**config.mk**
```make
export PLATFORM = sky130hd
export DESIGN_NAME = ir_pulse_encoder
export DESIGN_NICKNAME = d
export VERILOG_FILES = /design/src/rtl/ir_pulse_encoder.sv
export SDC_FILE = /design/constraint.sdc
export NUM_CORES = 1
export LEC_CHECK = 0
export BUFFER_PORTS_ARGS = -buffer_cell sky130_fd_sc_hd__buf_4
export CAP_MARGIN = 10
export CORE_ASPECT_RATIO = 1.2
export CORE_MARGIN = 1.5
export CORE_UTILIZATION = 35
export CTS_CLUSTER_SIZE = 14
export DETAILED_ROUTE_END_ITERATION = 7
export PLACE_DENSITY = 0.53
export SLEW_MARGIN = 20
export SYNTH_ARGS = -nofsm -noshare
export SYNTH_HDL_FRONTEND = slang
export SYNTH_SLANG_ARGS = --single-unit
```
**constraint.sdc**
```tcl
create_clock -name clk -period 4.5 [get_ports clk]
set_clock_uncertainty 0.15 [all_clocks]
set_input_delay 0.225 -clock clk [delete_from_list [all_inputs] [get_ports clk]]
set_output_delay 0.225 -clock clk [all_outputs]
set_load 0.02 [all_outputs]
```
**src/rtl/ir_pulse_encoder.sv**
```systemverilog
module ir_pulse_encoder #(
  parameter int SUBTICKS = 32
) (
  input  logic       clk,
  input  logic       rst_n,
  input  logic       sub_tick,
  input  logic       enable,
  input  logic       tx_bit,
  input  logic [1:0] width_sel,
  output logic       ir_out
);
  localparam int PW = $clog2(SUBTICKS);
  localparam logic [PW-1:0] LAST    = PW'(SUBTICKS - 1);
  localparam logic [PW-1:0] LEN_316 = PW'(3 * SUBTICKS / 16);
  localparam logic [PW-1:0] LEN_116 = PW'(SUBTICKS / 16);
  localparam logic [PW-1:0] LEN_132 = PW'(SUBTICKS / 32);
  localparam logic [PW-1:0] LEN_14  = PW'(SUBTICKS / 4);

  logic [PW-1:0] phase;
  logic [PW-1:0] len_q;
  logic          bit_q;
  logic [PW-1:0] len_sel;

  always_comb begin
    case (width_sel)
      2'b00:   len_sel = LEN_316;
      2'b01:   len_sel = LEN_116;
      2'b10:   len_sel = LEN_132;
      default: len_sel = LEN_14;
    endcase
  end

  wire at_start = (phase == '0);

  always_ff @(posedge clk or negedge rst_n) begin
    if (!rst_n) begin
      phase  <= '0;
      len_q  <= LEN_316;
      bit_q  <= 1'b1;
      ir_out <= 1'b0;
    end else if (!enable) begin
      phase  <= '0;
      ir_out <= 1'b0;
    end else if (sub_tick) begin
      phase <= (phase == LAST) ? '0 : phase + 1'b1;
      if (at_start) begin
        bit_q  <= tx_bit;
        len_q  <= len_sel;
        ir_out <= ~tx_bit;
      end else begin
        ir_out <= ~bit_q && (phase < len_q);
      end
    end
  end
endmodule

```
==> impl_metrics.env, run 1 <==
export IMPL_grt_pass1_vias=436
export IMPL_routed_wl_mm=1.15
export IMPL_cts_buffer_depth=2
export IMPL_pre_cts_slack_ps=2690
export IMPL_drive_gt1_frac=0.219
export IMPL_rsz0062_at_grt="no"
export IMPL_drc=0
export IMPL_hold_violations=0
export IMPL_die_area_um2=2130
export IMPL_die_x_um=42.4
export IMPL_clk_latency_ps=260
export IMPL_crit_slowest_cell="dfrtp_1"
export IMPL_cp_required_ps=4550
export IMPL_final_cell_mix="o21ai_0, dfrtp_1, buf_4"
export IMPL_routedWlPerCell_um=12.6
export IMPL_placed_area_um2=718
export IMPL_post_route_period_util=0.408
export IMPL_portBuffers=7
export IMPL_pwr_density_cell_nw_per_um2=302
export IMPL_tightest_slew_ps=521
export IMPL_vias=475
export IMPL_arrival_ps=1880
export IMPL_final_setup_tns_ps=0
export IMPL_fin_ws_ps=2660
export IMPL_postRouteAntennaNets=0
export IMPL_cts_root_buf="clkbuf_4"
export IMPL_postCtsSetupRepairBufs=0
export IMPL_relSlewSlack=0.651
export IMPL_ys_ff_latch=11
export IMPL_design_area_um2=764
export IMPL_crit_top_cell="ha_1"
export IMPL_area_growth_synth_to_final_pct=17.5
export IMPL_setup_viol=0
export IMPL_syn_avg_cell_area_um2=10.7
export IMPL_viasPerCell=5.22
export IMPL_hp_class="in -> reg"
export IMPL_grt_pass1_wl_mm=2.03
export IMPL_crit_path_start_kind="flip-flop"
export IMPL_leakage_nw=0.362
export IMPL_die_h_um=50.2
export IMPL_ir_worst_vdd_mv=0.147
export IMPL_antenna_found_initial=0
export IMPL_path_cells="ha_1, and3_1, ha_1, nand2b_1, nor3b_1, a21oi_1, nor2b_1"
export IMPL_path_clk_slew_ps=80
export IMPL_grt_max_degree=12
export IMPL_drt_iter0_drc=4
export IMPL_cap_violations=0
export IMPL_syn_area_um2=651
export IMPL_syn_instance_count=61
export IMPL_cts_tree="built"
export IMPL_seq_area_frac_synth=0.429
export IMPL_ys_types=23
export IMPL_status="finished clean"
export IMPL_fin_crit_ps=1840
export IMPL_synth_top_area_frac=0.308
export IMPL_critPathBufInv=0
export IMPL_drt_pass1_iterations=2
export IMPL_fin_nets=87
export IMPL_h_tree_depth=1
export IMPL_gp_congestion=0.807
export IMPL_fillerInstances=175
export IMPL_rows=16
export IMPL_grt_util_all_layers=0.128
export IMPL_max_freq_mhz=545
export IMPL_place_hpwl_um=851
export IMPL_initial_core_util=0.387
export IMPL_gr_total_overflow=0
export IMPL_clock_sinks=11
export IMPL_timing_worst_setup_path_type="reg -> reg"
export IMPL_core_um2=1680
export IMPL_crit_path_max_fanout=4
export IMPL_synth_area_leaders="dfrtp_1, dfstp_2, ha_1"
export IMPL_cp_end_kind="flip-flop"
export IMPL_yosysWarnings=0
export IMPL_io_pins=8
export IMPL_path_delay_family="simple AND/OR/NAND/NOR gates"
export IMPL_cts_buffers=3
export IMPL_multi_input_area_um2=342
export IMPL_yosys_area_top_type="dfrtp_1"
export IMPL_cpPeakStageDelay_ps=400
export IMPL_syn_nets=74
export IMPL_seqCellArea_um2=279
export IMPL_report_final_slew_viol_count=0
export IMPL_antennaDiodeCount=0
power breakdown:
part           switching [W]  internal, W   total, W
clock network      0.0000344    0.0000343  0.0000687
logic              0.0000212    0.0000220  0.0000432
registers         0.00000527     0.000114   0.000119
per-layer routing:
layer | global-route usage | part of all wire | wire length (um) | vias to the layer above
li1 | - | - | - | 240
met1 | 0.167 | 0.48 | 548 | 226
met2 | 0.187 | 0.47 | 536 | 7
met3 | 0.0432 | 0.042 | 48 | 2
met4 | 0.0625 | 0.010 | 12 | 0
met5 | 0 | 0 | 0 | -
cells by family (layout without fill, tap and decap cells):
group | Yosys count | after routing | share of synthesized area
multiplexers | 4 | 4 | 0.0692
flip-flops | 11 | 11 | 0.429
AO/OA/AOI/OAI | 12 | 12 | 0.110
adder cells (fa/ha/maj) | 6 | 6 | 0.115
AND/OR/NAND/NOR | 21 | 21 | 0.231
buffers and inverters | 7 | 19 | 0.0462
worst paths after layout:
check / end / cells past startpoint / slack, ps / from
min: len_q[2] / 4 / 40 / width_sel[0]
max reg2reg: phase[2] / 7 / 2660 / phase[0]
max in group asynchronous: len_q[1] / 2 / 3810 / rst_n
min reg2reg: len_q[1] / 2 / 350 / len_q[1]
min in group asynchronous: ir_out / 2 / 160 / rst_n
max: phase[2] / 7 / 2660 / phase[0]
registers in the layout (all words and copies together) (netlist names):
register and cells:
bit_q 1, phase 5, len_q 4, ir_out 1
worst register-to-register path, stage by stage, from the launching register on:
cell      delay, ps
dfrtp_1         400
ha_1            230
and3_1          190
ha_1            210
nand2b_1        190
nor3b_1         220
a21oi_1          60
nor2b_1         120
synthesized netlist by cell type:
library cell,instances
dfrtp_1,8
nor3b_1,2
nand3b_2,1
nand2_1,1
nand3b_1,3
a32o_1,1
dfstp_2,3
nand3_1,2
a2111oi_0,1
o21ai_0,8
a211oi_1,1
nor2b_1,2
and3_1,2
mux2i_1,3
inv_1,6
and2_1,2
ha_1,6
nor4b_4,1
nand2b_1,3
a21oi_1,1
nor2_1,2
buf_4,1
mux2_4,1
area by class of cell:
class | instances | share of cell area
Multi-Input combinational cell | 43 | 0.447
Timing Repair Buffer | 9 | 0.0949
Tap cell | 18 | 0.0295
Inverter | 6 | 0.0295
Clock buffer | 4 | 0.0344
Sequential cell | 11 | 0.365
timing repair:
item / in CTS / in global routing
gates resized for setup: 0 / 0
endpoints found under the hold margin: 12 / 0
hold buffers: 2 / 0
stage by stage:
| stage | total power (W) | std cells | hold WS [ps] | utilization |
|---|---|---|---|---|
| 2_1_floorplan | 0.000148 | 61 | -221 | - |
| 3_3_place_gp | 0.000163 | 85 | -81.8 | 0.427 |
| 3_5_place_dp | 0.000163 | 85 | -80.8 | 0.427 |
| 4_1_cts | 0.000234 | 91 | 36.6 | 0.455 |
| 5_1_grt | 0.000246 | 91 | 33.6 | 0.455 |
| 6_report | 0.000231 | 91 | 39.0 | 0.455 |
Power figures use the tool's default switching activity.
==> inputs of run 2 (changes only) <==
- PLACE_DENSITY: 0.53 -> 0.55
- clock period: 4.5 -> 1.5 ns (I/O delays scaled with it)
==> run 2 against run 1 <==
The flow now finishes with violations (negative hold slack, negative setup slack). Die area did not move. Register-to-register slack got worse by 2800 ps. Critical path depth did not move. Largest cell class unchanged.
==> impl_metrics.env, run 2 (synthesis gave the netlist of run 1 again) <==
export IMPL_status="complete, but fails checks"
export IMPL_violations="negative hold slack, negative setup slack"
export IMPL_core_um2=1680
export IMPL_design_area_um2=926
export IMPL_final_common_cell="buf_4"
export IMPL_placed_area_um2=815
export IMPL_clk_latency_ps=270
export IMPL_internal_power_w=0.000533
export IMPL_h_tree_depth=1
export IMPL_cts_buffer_depth=2
export IMPL_hp_class="in -> reg"
export IMPL_hold_violations=4
export IMPL_fin_crit_ps=1610
export IMPL_viasPerCell=5.04
export IMPL_globalRouteMet2Util=0.269
export IMPL_pwr_density_cell_nw_per_um2=784
export IMPL_seqCellArea_um2=279
export IMPL_grt_max_degree=12
export IMPL_largest_reg_flops=5
export IMPL_tightest_slew_ps=290
export IMPL_antennaDiodeCount=0
export IMPL_busiest_layer="met2"
export IMPL_clock_sinks=11
export IMPL_p_sw_w=0.000194
export IMPL_io_pins=8
export IMPL_rows=16
export IMPL_crit_path_max_fanout=4
export IMPL_routed_wl_mm=1.40
export IMPL_top_regs="phase (5), len_q (4)"
export IMPL_fin_nets=101
export IMPL_postRouteAntennaNets=0
export IMPL_grt_util_all_layers=0.154
export IMPL_fin_ws_ps=-106
export IMPL_gp_congestion=0.774
export IMPL_final_setup_tns_ps=-298
export IMPL_vias=529
export IMPL_routedWlPerCell_um=13.3
export IMPL_drive_gt1_frac=0.391
export IMPL_antenna_found_initial=0
export IMPL_post_route_period_util=1.07
export IMPL_combPwrFrac=0.226
export IMPL_timing_worst_setup_path_type="reg -> reg"
export IMPL_switching_share=0.267
export IMPL_pwr_share_clk=0.286
export IMPL_drt_iter0_drc=3
export IMPL_path_clk_slew_ps=70
export IMPL_fillerInstances=161
export IMPL_ir_worst_vdd_mv=0.488
export IMPL_use_met1=0.173
export IMPL_grt_pass1_wl_mm=2.36
export IMPL_crit_path_start_kind="flip-flop"
export IMPL_largest_register="phase"
export IMPL_cts_tree="built"
export IMPL_rsz0062_at_grt="yes"
export IMPL_cp_required_ps=1550
export IMPL_rrSetupSlack_ps=-110
export IMPL_final_cell_mix="buf_4, o21ai_0, dfrtp_1"
export IMPL_initial_core_util=0.387
export IMPL_area_growth_synth_to_final_pct=42.3
export IMPL_timing_hold_ws_ps=-43.1
export IMPL_place_hpwl_um=953
export IMPL_p_seq_frac=0.488
export IMPL_die_x_um=42.4
export IMPL_portBuffers=7
export IMPL_cap_violations=0
export IMPL_cts_hold_buf=5
export IMPL_cp_end_kind="flip-flop"
export IMPL_grt_pass1_vias=527
export IMPL_report_final_slew_viol_count=0
export IMPL_grt_use_met3=0.0216
export IMPL_die_area_um2=2130
export IMPL_relSlewSlack=0.801
export IMPL_leakage_nw=0.437
export IMPL_drt_pass1_iterations=2
export IMPL_die_h_um=50.2
export IMPL_setup_viol=5
export IMPL_cts_buffers=3
export IMPL_cts_root_buf="clkbuf_4"
export IMPL_gr_total_overflow=0
export IMPL_multi_input_area_um2=390
export IMPL_max_freq_mhz=623
export IMPL_drc=0
export IMPL_arrival_ps=1660
==> run 2: final cells by class <==
class	count	area share
clock buffers	4	0.0284
flip-flops and latches	11	0.301
repair buffers	23	0.200
multi-input cells	43	0.422
well taps	18	0.0243
inverters	6	0.0243
==> run 2: routing by layer <==
layer / wire (um) / share of wire / vias up
met1: 619 / 0.44 / 251
met5: 0 / 0 / -
met2: 714 / 0.51 / 7
met3: 31 / 0.022 / 4
li1: - / - / 267
met4: 29 / 0.021 / 0
==> run 2: final timing paths <==
check,startpoint,end,cells past startpoint
hold / removal,enable,phase[0],2
hold reg to reg,len_q[1],len_q[1],2
min in group asynchronous,rst_n,len_q[3],2
max in group asynchronous,rst_n,bit_q,2
setup reg to reg,phase[1],phase[2],7
setup / recovery,phase[1],phase[2],7
==> run 2: metrics by stage <==
| stage | power, W | cells | worst slack (ps) | util |
|---|---|---|---|---|
| 2_1_floorplan | 0.000450 | 61 | -55.7 | - |
| 3_3_place_gp | 0.000506 | 93 | -97.6 | 0.484 |
| 3_5_place_dp | 0.000509 | 93 | -113 | 0.484 |
| 4_1_cts | 0.000736 | 104 | -104 | 0.545 |
| 5_1_grt | 0.000767 | 105 | -207 | 0.551 |
| 6_report | 0.000726 | 105 | -106 | 0.551 |
==> run 2: what timing repair did <==
action / CTS / global route
endpoints found under the setup margin: 8 / 10
endpoints found under the hold margin: 22 / 4
gates cloned: 0 / 0
buffers inserted: 2 / 1
pin swaps: 4 / 2
resized for setup: 1 / 1
==> run 2: critical path: stages (launching register included) <==
cell      delay [ps]
dfrtp_1          400
ha_2             200
and3_4           190
ha_4             160
nand2b_4         150
nor3b_2          140
a21oi_1           50
nor2b_1          110
==> run 2: power by group through the flow <==
stage | sequential [W] | clock (W) | combinational, W
after floorplan | 0.000363 | 0 | 0.0000869
after global placement | 0.000360 | 0 | 0.000146
after detailed placement | 0.000361 | 0 | 0.000148
after CTS | 0.000355 | 0.000218 | 0.000163
after global routing | 0.000357 | 0.000226 | 0.000185
final | 0.000355 | 0.000207 | 0.000164
